File: config.mk
export PLATFORM = sky130hd
export DESIGN_NAME = keyed_watchdog
export DESIGN_NICKNAME = d
export VERILOG_FILES = /design/src/rtl/kwd_pkg.sv /design/src/rtl/kwd_key_ctrl.sv /design/src/rtl/kwd_stage_timer.sv /design/src/rtl/kwd_rst_pulse.sv /design/src/rtl/keyed_watchdog.sv
export SDC_FILE = /design/constraint.sdc
export NUM_CORES = 1
export LEC_CHECK = 0
export ABC_AREA = 0
export BUFFER_PORTS_ARGS = -buffer_cell sky130_fd_sc_hd__buf_4
export CAP_MARGIN = 5
export CORE_AREA = 3 3 53 55
export DETAILED_ROUTE_END_ITERATION = 8
export DIE_AREA = 0 0 56 58
export PLACE_DENSITY = 0.48
export SLEW_MARGIN = 20
export SYNTH_ARGS = -nofsm -noshare
export SYNTH_HDL_FRONTEND = slang
export SYNTH_SLANG_ARGS = --single-unit
File: constraint.sdc
create_clock -name clk -period 3.3 [get_ports clk]
set_input_delay 0.66 -clock clk [delete_from_list [all_inputs] [get_ports clk]]
set_output_delay 0.66 -clock clk [all_outputs]
set_load 0.01 [all_outputs]
File: src/rtl/kwd_pkg.sv
package kwd_pkg;

  // Key that a started watchdog accepts for a service, given its stored key.
  function automatic logic [7:0] key_inverse(input logic [7:0] stored, input int unsigned width);
    logic [7:0] mask;
    mask = 8'((1 << width) - 1);
    return (~stored) & mask;
  endfunction

  // Counter width able to hold values 0..limit.
  function automatic int unsigned count_width(input int unsigned limit);
    return (limit < 2) ? 1 : $clog2(limit + 1);
  endfunction

endpackage

File: src/rtl/kwd_key_ctrl.sv
module kwd_key_ctrl #(
  parameter int unsigned KEY_W = 3
) (
  input  logic             clk,
  input  logic             rst_n,
  input  logic             wr_en,
  input  logic             wr_run,
  input  logic [KEY_W-1:0] wr_key,
  input  logic             expire_ev,
  output logic             active,
  output logic [KEY_W-1:0] key_q,
  output logic             start_ev,
  output logic             restart_ev,
  output logic             stop_ev,
  output logic             rekey_ev
);
  import kwd_pkg::*;

  logic             active_q;
  logic             key_match;
  logic [7:0]       inv_wide;

  always_comb begin
    inv_wide  = key_inverse(8'(key_q), KEY_W);
    key_match = (wr_key == inv_wide[KEY_W-1:0]);
  end

  assign start_ev   = wr_en && !active_q && wr_run;
  assign restart_ev = wr_en &&  active_q && key_match && wr_run;
  assign stop_ev    = wr_en &&  active_q && key_match && !wr_run;
  assign rekey_ev   = wr_en &&  active_q && !key_match;

  always_ff @(posedge clk) begin
    if (!rst_n) begin
      active_q <= 1'b0;
      key_q    <= '0;
    end else begin
      if (start_ev || restart_ev || rekey_ev)
        key_q <= wr_key;
      if (start_ev)
        active_q <= 1'b1;
      else if (stop_ev || expire_ev)
        active_q <= 1'b0;
    end
  end

  assign active = active_q;

endmodule

File: src/rtl/kwd_stage_timer.sv
module kwd_stage_timer #(
  parameter int unsigned FIRST_TICKS  = 20,
  parameter int unsigned SECOND_TICKS = 5
) (
  input  logic clk,
  input  logic rst_n,
  input  logic active,
  input  logic service_ev,
  input  logic tick,
  output logic tick_ev,
  output logic nmi_set_ev,
  output logic expire_ev,
  output logic nmi
);
  import kwd_pkg::*;

  localparam int unsigned MAXT = (FIRST_TICKS > SECOND_TICKS) ? FIRST_TICKS : SECOND_TICKS;
  localparam int unsigned CW   = count_width(MAXT);
  localparam logic [CW-1:0] FIRST_LAST  = CW'(FIRST_TICKS - 1);
  localparam logic [CW-1:0] SECOND_LAST = CW'(SECOND_TICKS - 1);

  logic [CW-1:0] cnt_q;
  logic          alert_q;

  assign tick_ev    = active && tick && !service_ev;
  assign nmi_set_ev = tick_ev && !alert_q && (cnt_q == FIRST_LAST);
  assign expire_ev  = tick_ev &&  alert_q && (cnt_q == SECOND_LAST);

  always_ff @(posedge clk) begin
    if (!rst_n) begin
      cnt_q   <= '0;
      alert_q <= 1'b0;
    end else if (service_ev || expire_ev) begin
      cnt_q   <= '0;
      alert_q <= 1'b0;
    end else if (nmi_set_ev) begin
      cnt_q   <= '0;
      alert_q <= 1'b1;
    end else if (tick_ev) begin
      cnt_q   <= cnt_q + 1'b1;
    end
  end

  assign nmi = alert_q;

endmodule

File: src/rtl/kwd_rst_pulse.sv
module kwd_rst_pulse #(
  parameter int unsigned RST_WIDTH = 3
) (
  input  logic clk,
  input  logic rst_n,
  input  logic fire,
  output logic pulse
);
  import kwd_pkg::*;

  localparam int unsigned RW = count_width(RST_WIDTH);

  logic [RW-1:0] left_q;

  always_ff @(posedge clk) begin
    if (!rst_n)
      left_q <= '0;
    else if (fire)
      left_q <= RW'(RST_WIDTH);
    else if (left_q != '0)
      left_q <= left_q - 1'b1;
  end

  assign pulse = (left_q != '0);

endmodule

File: src/rtl/keyed_watchdog.sv
module keyed_watchdog #(
  parameter int unsigned KEY_W        = 3,
  parameter int unsigned FIRST_TICKS  = 20,
  parameter int unsigned SECOND_TICKS = 5,
  parameter int unsigned RST_WIDTH    = 3
) (
  input  logic             clk,
  input  logic             rst_n,
  input  logic             wr_en,
  input  logic             wr_run,
  input  logic [KEY_W-1:0] wr_key,
  input  logic             tick,
  output logic             nmi,
  output logic             chip_rst
);

  logic             active;
  logic [KEY_W-1:0] key_q;
  logic             start_ev, restart_ev, stop_ev, rekey_ev;
  logic             service_ev;
  logic             tick_ev, nmi_set_ev, expire_ev;

  assign service_ev = start_ev || restart_ev || stop_ev;

  kwd_key_ctrl #(.KEY_W(KEY_W)) u_key (
    .clk(clk), .rst_n(rst_n),
    .wr_en(wr_en), .wr_run(wr_run), .wr_key(wr_key),
    .expire_ev(expire_ev),
    .active(active), .key_q(key_q),
    .start_ev(start_ev), .restart_ev(restart_ev),
    .stop_ev(stop_ev), .rekey_ev(rekey_ev)
  );

  kwd_stage_timer #(.FIRST_TICKS(FIRST_TICKS), .SECOND_TICKS(SECOND_TICKS)) u_timer (
    .clk(clk), .rst_n(rst_n),
    .active(active), .service_ev(service_ev), .tick(tick),
    .tick_ev(tick_ev), .nmi_set_ev(nmi_set_ev), .expire_ev(expire_ev),
    .nmi(nmi)
  );

  kwd_rst_pulse #(.RST_WIDTH(RST_WIDTH)) u_pulse (
    .clk(clk), .rst_n(rst_n),
    .fire(expire_ev), .pulse(chip_rst)
  );

endmodule

# Word-level counts from Yosys, hierarchy flattened
# Cells that the tools add are included.
dict set report totals {
  ramBits 0
  memories 0
  out_inout_bits 2
  ff_bits 12
  romBits 0
  latch_bits 0
  inputBits 8
  wordCells 44
}
dict set report classes {
  n_mux 4
  reduce_logical 28
  addsub 2
  bitwise_logic 2
  multipliers 0
  n_lt_le_gt_ge 0
  shifts 0
  eq_ne 3
  div_mod_pow 0
}
# cell count
set op_table {}
lappend op_table {{1-bit logical AND} 13}
lappend op_table {{2-bit nonzero test} 3}
lappend op_table {{5-bit by 1-bit adder with 5-bit output (second input constant)} 1}
lappend op_table {{5-bit by 3-bit == test with 1-bit output (second input constant)} 1}
lappend op_table {{5-bit == test (second input constant)} 1}
lappend op_table {{1-bit logical NOT} 5}
lappend op_table {{1-bit logical OR} 5}
lappend op_table {{2-bit two-way mux} 2}
lappend op_table {{3-bit == test} 1}
lappend op_table {{3-bit inverter} 1}
lappend op_table {{3-bit OR reduction} 1}
lappend op_table {{1-bit two-way mux} 2}
lappend op_table {{2-bit OR reduction} 1}
lappend op_table {{2-bit by 1-bit subtractor with 2-bit output (second input constant)} 1}
lappend op_table {{1-bit inverter} 1}

# Longest topological paths before layout
# Gate-level depths: netlist of the first run.
dict set report logic_depth {
  word_depth 13
  depth_mapped 6
  ltp_nobuf 6
}

# Cells and area by module
# Synthesis of the first run repeated with hierarchy kept, for this count alone.
dict set report hier_totals {
  cells_unflattened 82
  area_unflattened_um2 753.2
}
# module cells_per_inst seq_area_each_um2 area_per_inst_um2 n_inst
set modules_own_cells {}
lappend modules_own_cells {kwd_stage_timer 41 120.1 410.4 1}
lappend modules_own_cells {kwd_key_ctrl 30 80.1 239.0 1}
lappend modules_own_cells {kwd_rst_pulse 10 40.0 97.6 1}
lappend modules_own_cells {keyed_watchdog 1 0.0 6.3 1}

# Worst setup path before layout of the first run
# OpenSTA, ideal clock, no wires.
dict set report synth_timing {
  kind {input-to-reg}
  startpoint {in wr_key[2]}
  endpoint {reg u_timer.cnt_q[0]}
  n_path_buf 0
  t_arrival_ns 1.680
  slack_ns 1.494
  setup_time_ns 0.125
  stages 4
  t_required_ns 3.175
  cell_sequence {xnor2_1 or4_4 o221ai_4 a21oi_1}
}
dict set report synth_between {
  elab_chain_cells 11
  word_cells_on_any_way 14
  cone_classes {1 x eq/ne; 13 x reduce/logical}
}
# item line
set synth_rtl {}
lappend synth_rtl {{from (decl)} keyed_watchdog.sv:11} ;# input logic [KEY_W-1:0] wr_key,
lappend synth_rtl {{3-bit == test (*)} kwd_key_ctrl.sv:25} ;# key_match = (wr_key == inv_wide[KEY_W-1:0]);
lappend synth_rtl {{1-bit logical AND (*)} {kwd_key_ctrl.sv:29, kwd_key_ctrl.sv:30}}
lappend synth_rtl {{1-bit logical AND} kwd_key_ctrl.sv:29} ;# assign restart_ev = wr_en && active_q && key_match && wr_run;
lappend synth_rtl {{1-bit logical OR} keyed_watchdog.sv:23} ;# assign service_ev = start_ev || restart_ev || stop_ev;
lappend synth_rtl {{1-bit logical OR (*)} keyed_watchdog.sv:23}
lappend synth_rtl {{1-bit logical NOT} kwd_stage_timer.sv:25} ;# assign tick_ev = active && tick && !service_ev;
lappend synth_rtl {{1-bit logical AND} kwd_stage_timer.sv:25}
lappend synth_rtl {{1-bit logical AND (2 in series)} kwd_stage_timer.sv:27} ;# assign expire_ev = tick_ev && alert_q && (cnt_q == SECOND_LAST);
lappend synth_rtl {{1-bit logical OR} kwd_stage_timer.sv:33} ;# end else if (service_ev || expire_ev) begin
lappend synth_rtl {{3-bit OR reduction (no source line)} --}
lappend synth_rtl {{to (signal assigned)} kwd_stage_timer.sv:40} ;# cnt_q <= cnt_q + 1'b1;
lappend synth_rtl {{to (decl)} kwd_stage_timer.sv:22} ;# logic [CW-1:0] cnt_q;
# Every way passes the cells marked *; elsewhere a longest branch is shown, timed or not.
# A chain may end at the register's enable or synchronous reset.

# Worst setup path after layout of the first run
dict set report layout_timing {
  startpoint {reg u_pulse.left_q[0]}
  endpoint {out chip_rst}
}
dict set report layout_between {
  elab_chain_cells 1
}
# item line
set layout_rtl {}
lappend layout_rtl {{from (decl)} kwd_rst_pulse.sv:13} ;# logic [RW-1:0] left_q;
lappend layout_rtl {{from (signal assigned)} kwd_rst_pulse.sv:19} ;# left_q <= RW'(RST_WIDTH);
lappend layout_rtl {{from (signal assigned)} kwd_rst_pulse.sv:21} ;# left_q <= left_q - 1'b1;
lappend layout_rtl {{2-bit nonzero test} kwd_rst_pulse.sv:24} ;# assign pulse = (left_q != '0);
lappend layout_rtl {{to (decl)} keyed_watchdog.sv:14} ;# output logic chip_rst
# Every way passes these cells.

==> impl_results.md, run 1 <==
* Final-stage net count at between 100 and 150
* Main combinational cell family by area after synthesis: compound AO/OA/AOI/OAI gates
* Die boundary height at around 58 µm
* Worst skew pair latency at between 200 and 300 ps
* Post-synthesis mux area share at approximately 5.8%
* Area Overhead vs Synth at 19.2%
* Cell family contributing the most delay on the critical path: flip-flops
* Post-synthesis simple-gate area fraction at around 20%
* Power per unit of standard cell area at 469 nW/µm²
* Outcome: completed
* Residual overflow from global routing at 0
* R2r startpoint: u_timer.cnt_q[0]$_SDFFE_PP0N_
* Port Buffers at 9
* Launch point of the worst hold path: u_timer.cnt_q[0]$_SDFFE_PP0N_
* Number of antenna violations at the first check in global routing at 0
* Effective utilization at floorplan at between 20 and 30%
* Cell taking the most area after synthesis: sky130_fd_sc_hd__dfxtp_1
* Vias after detailed routing at 569
* Adder and majority cell fraction of the synthesized area at under 10%
* Post-route ant nets at 0
* Worst max-slew margin expressed relative to the limit at 57.1%
* Worst Tran Pin Value at approximately 640 ps
* Leakage at just over 0.3 nW
* Worst Setup End Kind: output pin
* VDD IR max at approximately 0.27 mV
* Setup TNS Final at 0 ps
* Final Hold Viols at 0
* Die boundary width at 56 µm
* Length of the first detailed-routing pass in iterations at 2
* Number of hold buffers added after CTS at 0
* Library cell contributing the largest single delay on the critical path: sky130_fd_sc_hd__dfxtp_1
* Maximum level of the CTS H-tree at 1
* Warnings from Yosys at 0
* Final weighted congestion of routability-driven global placement at 0.747
* Floorplan core area at ~2400 µm²
* CTS tree: built
* Critical Path Sink: chip_rst
* Complex-gate fraction of the synthesized area at 25.3%
* Via count of the first global-routing pass at roughly 550
* Detailed placement HPWL at between 1 and 1.5 mm
* Worst setup slack after placement at between 1000 and 1500 ps
* Avg WL per Cell at between 10 and 15 µm
* Number of gates resized after CTS at 0
* Worst clock skew on the final layout at between 1.5 and 2 ps
* Gr usage total at about 9%
* Hold Path Class: register to register
* Antenna diodes at 0
* Number of DRC markers in iteration 0 at 4
* DRC violation count after routing at 0
* Number of instances on the worst hold path at 2
* Clock transition at the registers of the reported paths at roughly 80 ps
* Synth top area share at around 34%
* CP startpoint: u_pulse.left_q[0]$_SDFFE_PN0P_
* Layout cell share with drive strength beyond 1 at 20.0%
* Number of gates on the worst path with buffers counted at 4
* CTS Buffer Depth at 2
* Distinct cell type count of the synthesized netlist at 31
* Die Footprint at between 3000 and 4000 µm²
* Post CTS Setup Buffer Count at 0
* Min Clock Period, post-route at 1730 ps
* Maximum fanout along the worst path at 2
* Average vias per placed instance at 4.74
* Fmax at roughly 0.58 GHz
* Top-level I/O count at 10
* Average instance area after synthesis at approximately 9.2 µm²
* Clock sink total at 12
* First-pass GRT wire length at around 2.3 mm
* Final-report max-slew violation count at 0
* Slack of the worst reg-to-reg path at 1610 ps
* Number of cell instances on the worst register-to-register path at 6
* Maximum number of pins on one net before global-route repair at 10
* Crit path largest cell delay at 350 ps
* Master cell of the clock root buffer: sky130_fd_sc_hd__clkbuf_4
* Syn_nets at 89
* Max-cap check violation count at 0
* Number of buffers inserted during clock tree synthesis at 3
* Smallest setup slack after layout at 1570 ps
* Required arrival time at the worst endpoint at approximately 2600 ps
* Sequence of cells on the critical path: inv_1 -> ha_1 -> inv_1 -> buf_4
* Main area contributors after synthesis: sky130_fd_sc_hd__dfxtp_1 34%, sky130_fd_sc_hd__ha_1 5.2%, sky130_fd_sc_hd__o41ai_2 4.5%
* Worst hold margin at around 500 ps
* Routed wire length at between 1 and 1.5 mm
* Combined area of all synthesized cells at ~720 µm²
* Setup-violating endpoint count in the final report at 0
* Kind of critical path: register to output pin
* Setup repair after global routing missed its margin: no
* Post-synthesis xor/xnor area fraction at 4.90%
* Worst path arrival time at around 1100 ps
* Total buffers and inverters traversed by the critical path at 3
* Capturing point of the worst reg2reg path: u_pulse.left_q[1]$_SDFFE_PN0P_
* Cells after synthesis at 78
* Fraction of the cycle the final worst path needs at roughly 53%
* Row count at 18
* Setup crit start kind: register
* Share of the yosys chip area belonging to registers at about 34%
* Synthesized flop and latch total at 12
* CP dominant cell by count: sky130_fd_sc_hd__inv_1
Yosys cell counts (all sizes together):
cell,instances
o41ai,2
mux2,1
o221ai,1
ha,3
clkbuf,1
o21a,3
nand4b,1
or3b,2
a31oi,1
nor2b,3
a21oi,5
dfxtp,12
o41a,1
o21ai,4
nor3,1
inv,8
xor2,1
or3,3
mux2i,3
and2,1
nand3b,2
or4,1
xnor2,3
nor3b,1
o21bai,1
nand3,3
nand2,6
a211oi,1
a21boi,3
per-layer routing:
metal / part of all wire (%) / vias to the layer above / global-route usage [%]
met5: 0 / - / 0
met4: 1.5 / 0 / 3.05
met3: 4.7 / 2 / 4.68
met2: 46 / 8 / 15.4
met1: 47 / 252 / 10.2
li1: - / 307 / -
through the flow:
step / power [W] / util, % / std cells / area [µm²]
after detailed placement: 0.000287 / 33.6 / 116 / 817
after floorplan: 0.000252 / - / 78 / 716
after CTS: 0.000410 / 35.1 / 120 / 853
final: 0.000400 / 35.1 / 120 / 853
after global placement: 0.000284 / 33.6 / 116 / 817
after global routing: 0.000432 / 35.1 / 120 / 853
how the worst min path moves through the flow:
| stage | end |
|---|---|
| after floorplan | u_timer.cnt_q[0]$_SDFFE_PP0N_ |
| after global placement | u_timer.cnt_q[0]$_SDFFE_PP0N_ |
| after detailed placement | u_timer.cnt_q[0]$_SDFFE_PP0N_ |
| after CTS | u_timer.cnt_q[0]$_SDFFE_PP0N_ |
| after global routing | u_timer.cnt_q[0]$_SDFFE_PP0N_ |
| final | u_timer.cnt_q[0]$_SDFFE_PP0N_ |
layout by cell type (no fill, tap or decap), drive strengths merged:
cell	n
o21a	3
nand3b	2
or3b	2
o21ai	4
nor2b	3
xor2	1
o41ai	2
a21oi	5
nand4b	1
inv	8
o41a	1
a21boi	3
o221ai	1
nor3b	1
or4	1
and2	1
clkbuf	4
o21bai	1
dfxtp	12
a31oi	1
nand2	6
buf	9
a211oi	1
xnor2	3
nor3	1
mux2i	3
ha	3
nand3	3
mux2	1
or3	3
cell type report:
| class | count | area, µm² |
|---|---|---|
| clock buffer | 4 | 36.3 |
| timing repair buffer | 9 | 67.6 |
| tap | 30 | 37.5 |
| sequential | 12 | 240 |
| inverter | 8 | 30.0 |
| multi-input combinational | 57 | 442 |
| fill | 250 | 1580 |
kinds of logic after synthesis:
family                   count (synthesis)
flip-flops                              12
XOR/XNOR                                 4
AO/OA/AOI/OAI                           22
buffers and inverters                    9
AND/OR/NAND/NOR                         24
multiplexers                             4
adder cells (fa/ha/maj)                  3
worst min-delay path, stage by stage (launching register included):
cell	delay (ps)
sky130_fd_sc_hd__dfxtp_1	340
sky130_fd_sc_hd__nand2_1	60
sky130_fd_sc_hd__a21oi_1	50
sequential cells by signal (all words and copies together) (netlist names):
register / flops
u_key.key_q: 3
u_timer.cnt_q: 5
u_key.active: 1
u_pulse.left_q: 2
u_timer.nmi: 1
where the power goes:
part / leakage (nW) / switching [W] / total [W] / internal [W]
Combinational: 0.192 / 0.0000548 / 0.000114 / 0.0000593
Sequential: 0.0978 / 0.00000791 / 0.000167 / 0.000159
Clock: 0.0210 / 0.0000517 / 0.000119 / 0.0000671
Total: 0.311 / 0.000114 / 0.000400 / 0.000286
Note: power is estimated with default switching activity, not from simulation.
==> run 2, diff against run 1 <==
- clock period: 3.3 -> 1.6 ns (I/O delays scaled with it)
==> impl_results.md, run 2 (synthesis results as in run 1) <==
* Clock sink total at 12 (unchanged)
* Worst Tran Pin Value at 360 ps (-276 ps)
* First-pass GRT wire length at 2.57 mm (+13%)
* Port Buffers at 9 (unchanged)
* Slack of the worst reg-to-reg path at -1 ps (-1610 ps)
* Gr usage total at 10.3% (+1.1 points)
* VDD IR max at 0.676 mV (+150%)
* Leakage at 0.393 nW (+26%)
* CTS tree: built
* Post-route ant nets at 0 (unchanged)
* Routed wire length at 1.48 mm (+14%)
* Total buffers and inverters traversed by the critical path at 1 (-2)
* Number of cell instances on the worst register-to-register path at 6 (unchanged)
* Min Clock Period, post-route at between 1500 and 2000 ps
* Final weighted congestion of routability-driven global placement at 0.688 (-8.0%)
* Clock transition at the registers of the reported paths at 80 ps (about the same)
* Registers with the highest flip-flop counts: u_timer.cnt_q: 5 flops, u_key.key_q: 3 flops, u_pulse.left_q: 2 flops
* Register ranked first by flip-flop count: u_timer.cnt_q
* Failing checks: setup timing
* Die Footprint at 3250 µm² (unchanged)
* Floorplan core area at 2430 µm² (unchanged)
* Capturing point of the worst reg2reg path: u_pulse.left_q[0]$_SDFFE_PN0P_
* Die boundary width at 56 µm (unchanged)
* Maximum level of the CTS H-tree at 1 (unchanged)
* Post-detailed-placement cell area at 892 µm² (+9.2%)
* CP startpoint: u_timer.cnt_q[0]$_SDFFE_PP0N_
* Layout cell share with drive strength beyond 1 at 41.7% (+22 points)
* Effective utilization at floorplan at 29.4% (unchanged)
* Number of hold buffers added after CTS at 0 (unchanged)
* Fraction of the cycle the final worst path needs at 100%
* Area Overhead vs Synth at 42.5%
* Library cell contributing the largest single delay on the critical path: sky130_fd_sc_hd__or3b_4
* Row count at 18 (unchanged)
* Worst max-slew margin expressed relative to the limit at 75.9% (+19 points)
* Die boundary height at 58 µm (unchanged)
* Crit path largest cell delay at 420 ps (+70 ps)
* Number of gates on the worst path with buffers counted at 6 (+2)
* Count of placed standard cells in the final layout, fillers left out at 133 (+11%)
* Max-cap check violation count at 0 (unchanged)
* Maximum number of pins on one net before global-route repair at 9 (-1)
* Final Hold Viols at 0 (unchanged)
* Smallest setup slack after layout at -1.45 ps (-1570 ps)
* Cell family contributing the most delay on the critical path: simple AND/OR/NAND/NOR gates
* Outcome: complete, but fails checks
* Average vias per placed instance at 4.87 (+2.8%)
* Antenna diodes at 0 (unchanged)
* Setup-violating endpoint count in the final report at 1 (+1)
* Worst skew pair latency at 280 ps (about the same)
* Fmax at 0.624 GHz
* Number of flip-flops under the largest register name at 5 (unchanged)
* Length of the first detailed-routing pass in iterations at 3 (+1)
* Worst clock skew on the final layout at 0.661 ps (-1.05 ps)
* Worst setup slack after placement at -102 ps (-1360 ps)
* Setup crit start kind: register
* Kind of critical path: register to register
* DRC violation count after routing at 0 (unchanged)
* Most common cell after layout, fill and taps aside: sky130_fd_sc_hd__buf_4
* Post-Layout Inst Area at 1020 µm² (+20%)
* R2r startpoint: u_timer.cnt_q[0]$_SDFFE_PP0N_
* Commonest cells after routing, fill and taps aside: 22 x sky130_fd_sc_hd__buf_4, 9 x sky130_fd_sc_hd__dfxtp_1, 6 x sky130_fd_sc_hd__inv_1, 6 x sky130_fd_sc_hd__nand2_1, 4 x sky130_fd_sc_hd__a21oi_1
* CTS Buffer Depth at 2 (unchanged)
* Number of buffers inserted during clock tree synthesis at 3 (unchanged)
* CP dominant cell by count: sky130_fd_sc_hd__or3b_4
* Sequence of cells on the critical path: inv_2 -> ha_4 -> nand4b_1 -> or3b_4 -> or3b_4 -> a21boi_1
* Residual overflow from global routing at 0 (unchanged)
* Final-report max-slew violation count at 0 (unchanged)
* Total of fill cells in the finished design at 256 (+2.4%)
* Avg WL per Cell at 11.1 µm (+2.5%)
* DP Cell Count at 126 (+8.6%)
* Launch point of the worst hold path: wr_key[0]
* Vias after detailed routing at 648 (+14%)
* Required arrival time at the worst endpoint at 1820 ps (-820 ps)
* Maximum fanout along the worst path at 2 (unchanged)
* Top-level I/O count at 10 (unchanged)
* Number of antenna violations at the first check in global routing at 0 (unchanged)
* Via count of the first global-routing pass at 614 (+11%)
* Hold Path Class: input port to register
* Worst Setup End Kind: register
* Power per unit of standard cell area at 862 nW/µm² (+84%)
* Worst path arrival time at 1820 ps (+750 ps)
* Detailed placement HPWL at 1.10 mm (+6.3%)
* Master cell of the clock root buffer: sky130_fd_sc_hd__clkbuf_4
* Number of DRC markers in iteration 0 at 3 (-1)
* Critical Path Sink: u_pulse.left_q[0]$_SDFFE_PN0P_
* Setup repair after global routing missed its margin: yes
* Final-stage net count at 115 (+13%)
## run 2: how the worst min path moves through the flow
stage | depth (start not counted) | end
4_1_cts | 3 | u_key.key_q[0]$_SDFFE_PN0P_
3_5_place_dp | 2 | u_timer.cnt_q[4]$_SDFFE_PP0N_
3_3_place_gp | 2 | u_timer.cnt_q[4]$_SDFFE_PP0N_
2_1_floorplan | 1 | u_key.key_q[0]$_SDFFE_PN0P_
6_report | 3 | u_key.key_q[0]$_SDFFE_PN0P_
5_1_grt | 3 | u_key.key_q[0]$_SDFFE_PN0P_
## run 2: power by group
part	internal [W]	switching, W
Clock	0.000139	0.000112
Combinational	0.000152	0.000132
Sequential	0.000329	0.0000160
Total	0.000619	0.000261
## run 2: area by class of cell
type                       instances  area, µm²  share of cell area [%]
multi-input combinational         57        504                    49.4
clock buffer                       4       36.3                    3.56
sequential                        12        246                    24.2
timing repair buffer              22        165                    16.2
tap                               30       37.5                    3.68
inverter                           8       30.0                    2.94
## run 2: layer usage
layer / track usage [%] / vias up / part of all wire (%)
li1: - / 337 / -
met1: 10.9 / 300 / 44
met2: 17.5 / 7 / 49
met3: 5.12 / 4 / 5.1
met4: 4.07 / 0 / 1.6
met5: 0 / - / 0
## run 2: tightest hold or removal path, delay by kind of cell
kind	cells	cell delay, ps
buffers and inverters	1	90
muxes	1	60
and+or+nand+nor	1	100
## run 2: repair_timing
| item | CTS | global route |
|---|---|---|
| hold endpoints to repair | 0 | 0 |
| setup buffers | 3 | 1 |
| endpoints found under the setup margin | 2 | 8 |
| resized for setup | 6 | 10 |
| pin swaps | 6 | 7 |
## run 2: per-stage QoR
stage / utilization [%] / setup TNS, ps / hold slack (ps) / total power, W
4_1_cts: 39.7 / -71.8 / 310 / 0.000869
6_report: 41.9 / -1.45 / 317 / 0.000879
2_1_floorplan: - / 0 / 448 / 0.000520
3_5_place_dp: 36.7 / -639 / 497 / 0.000610
3_3_place_gp: 36.7 / -557 / 487 / 0.000600
5_1_grt: 41.9 / -172 / 312 / 0.000940
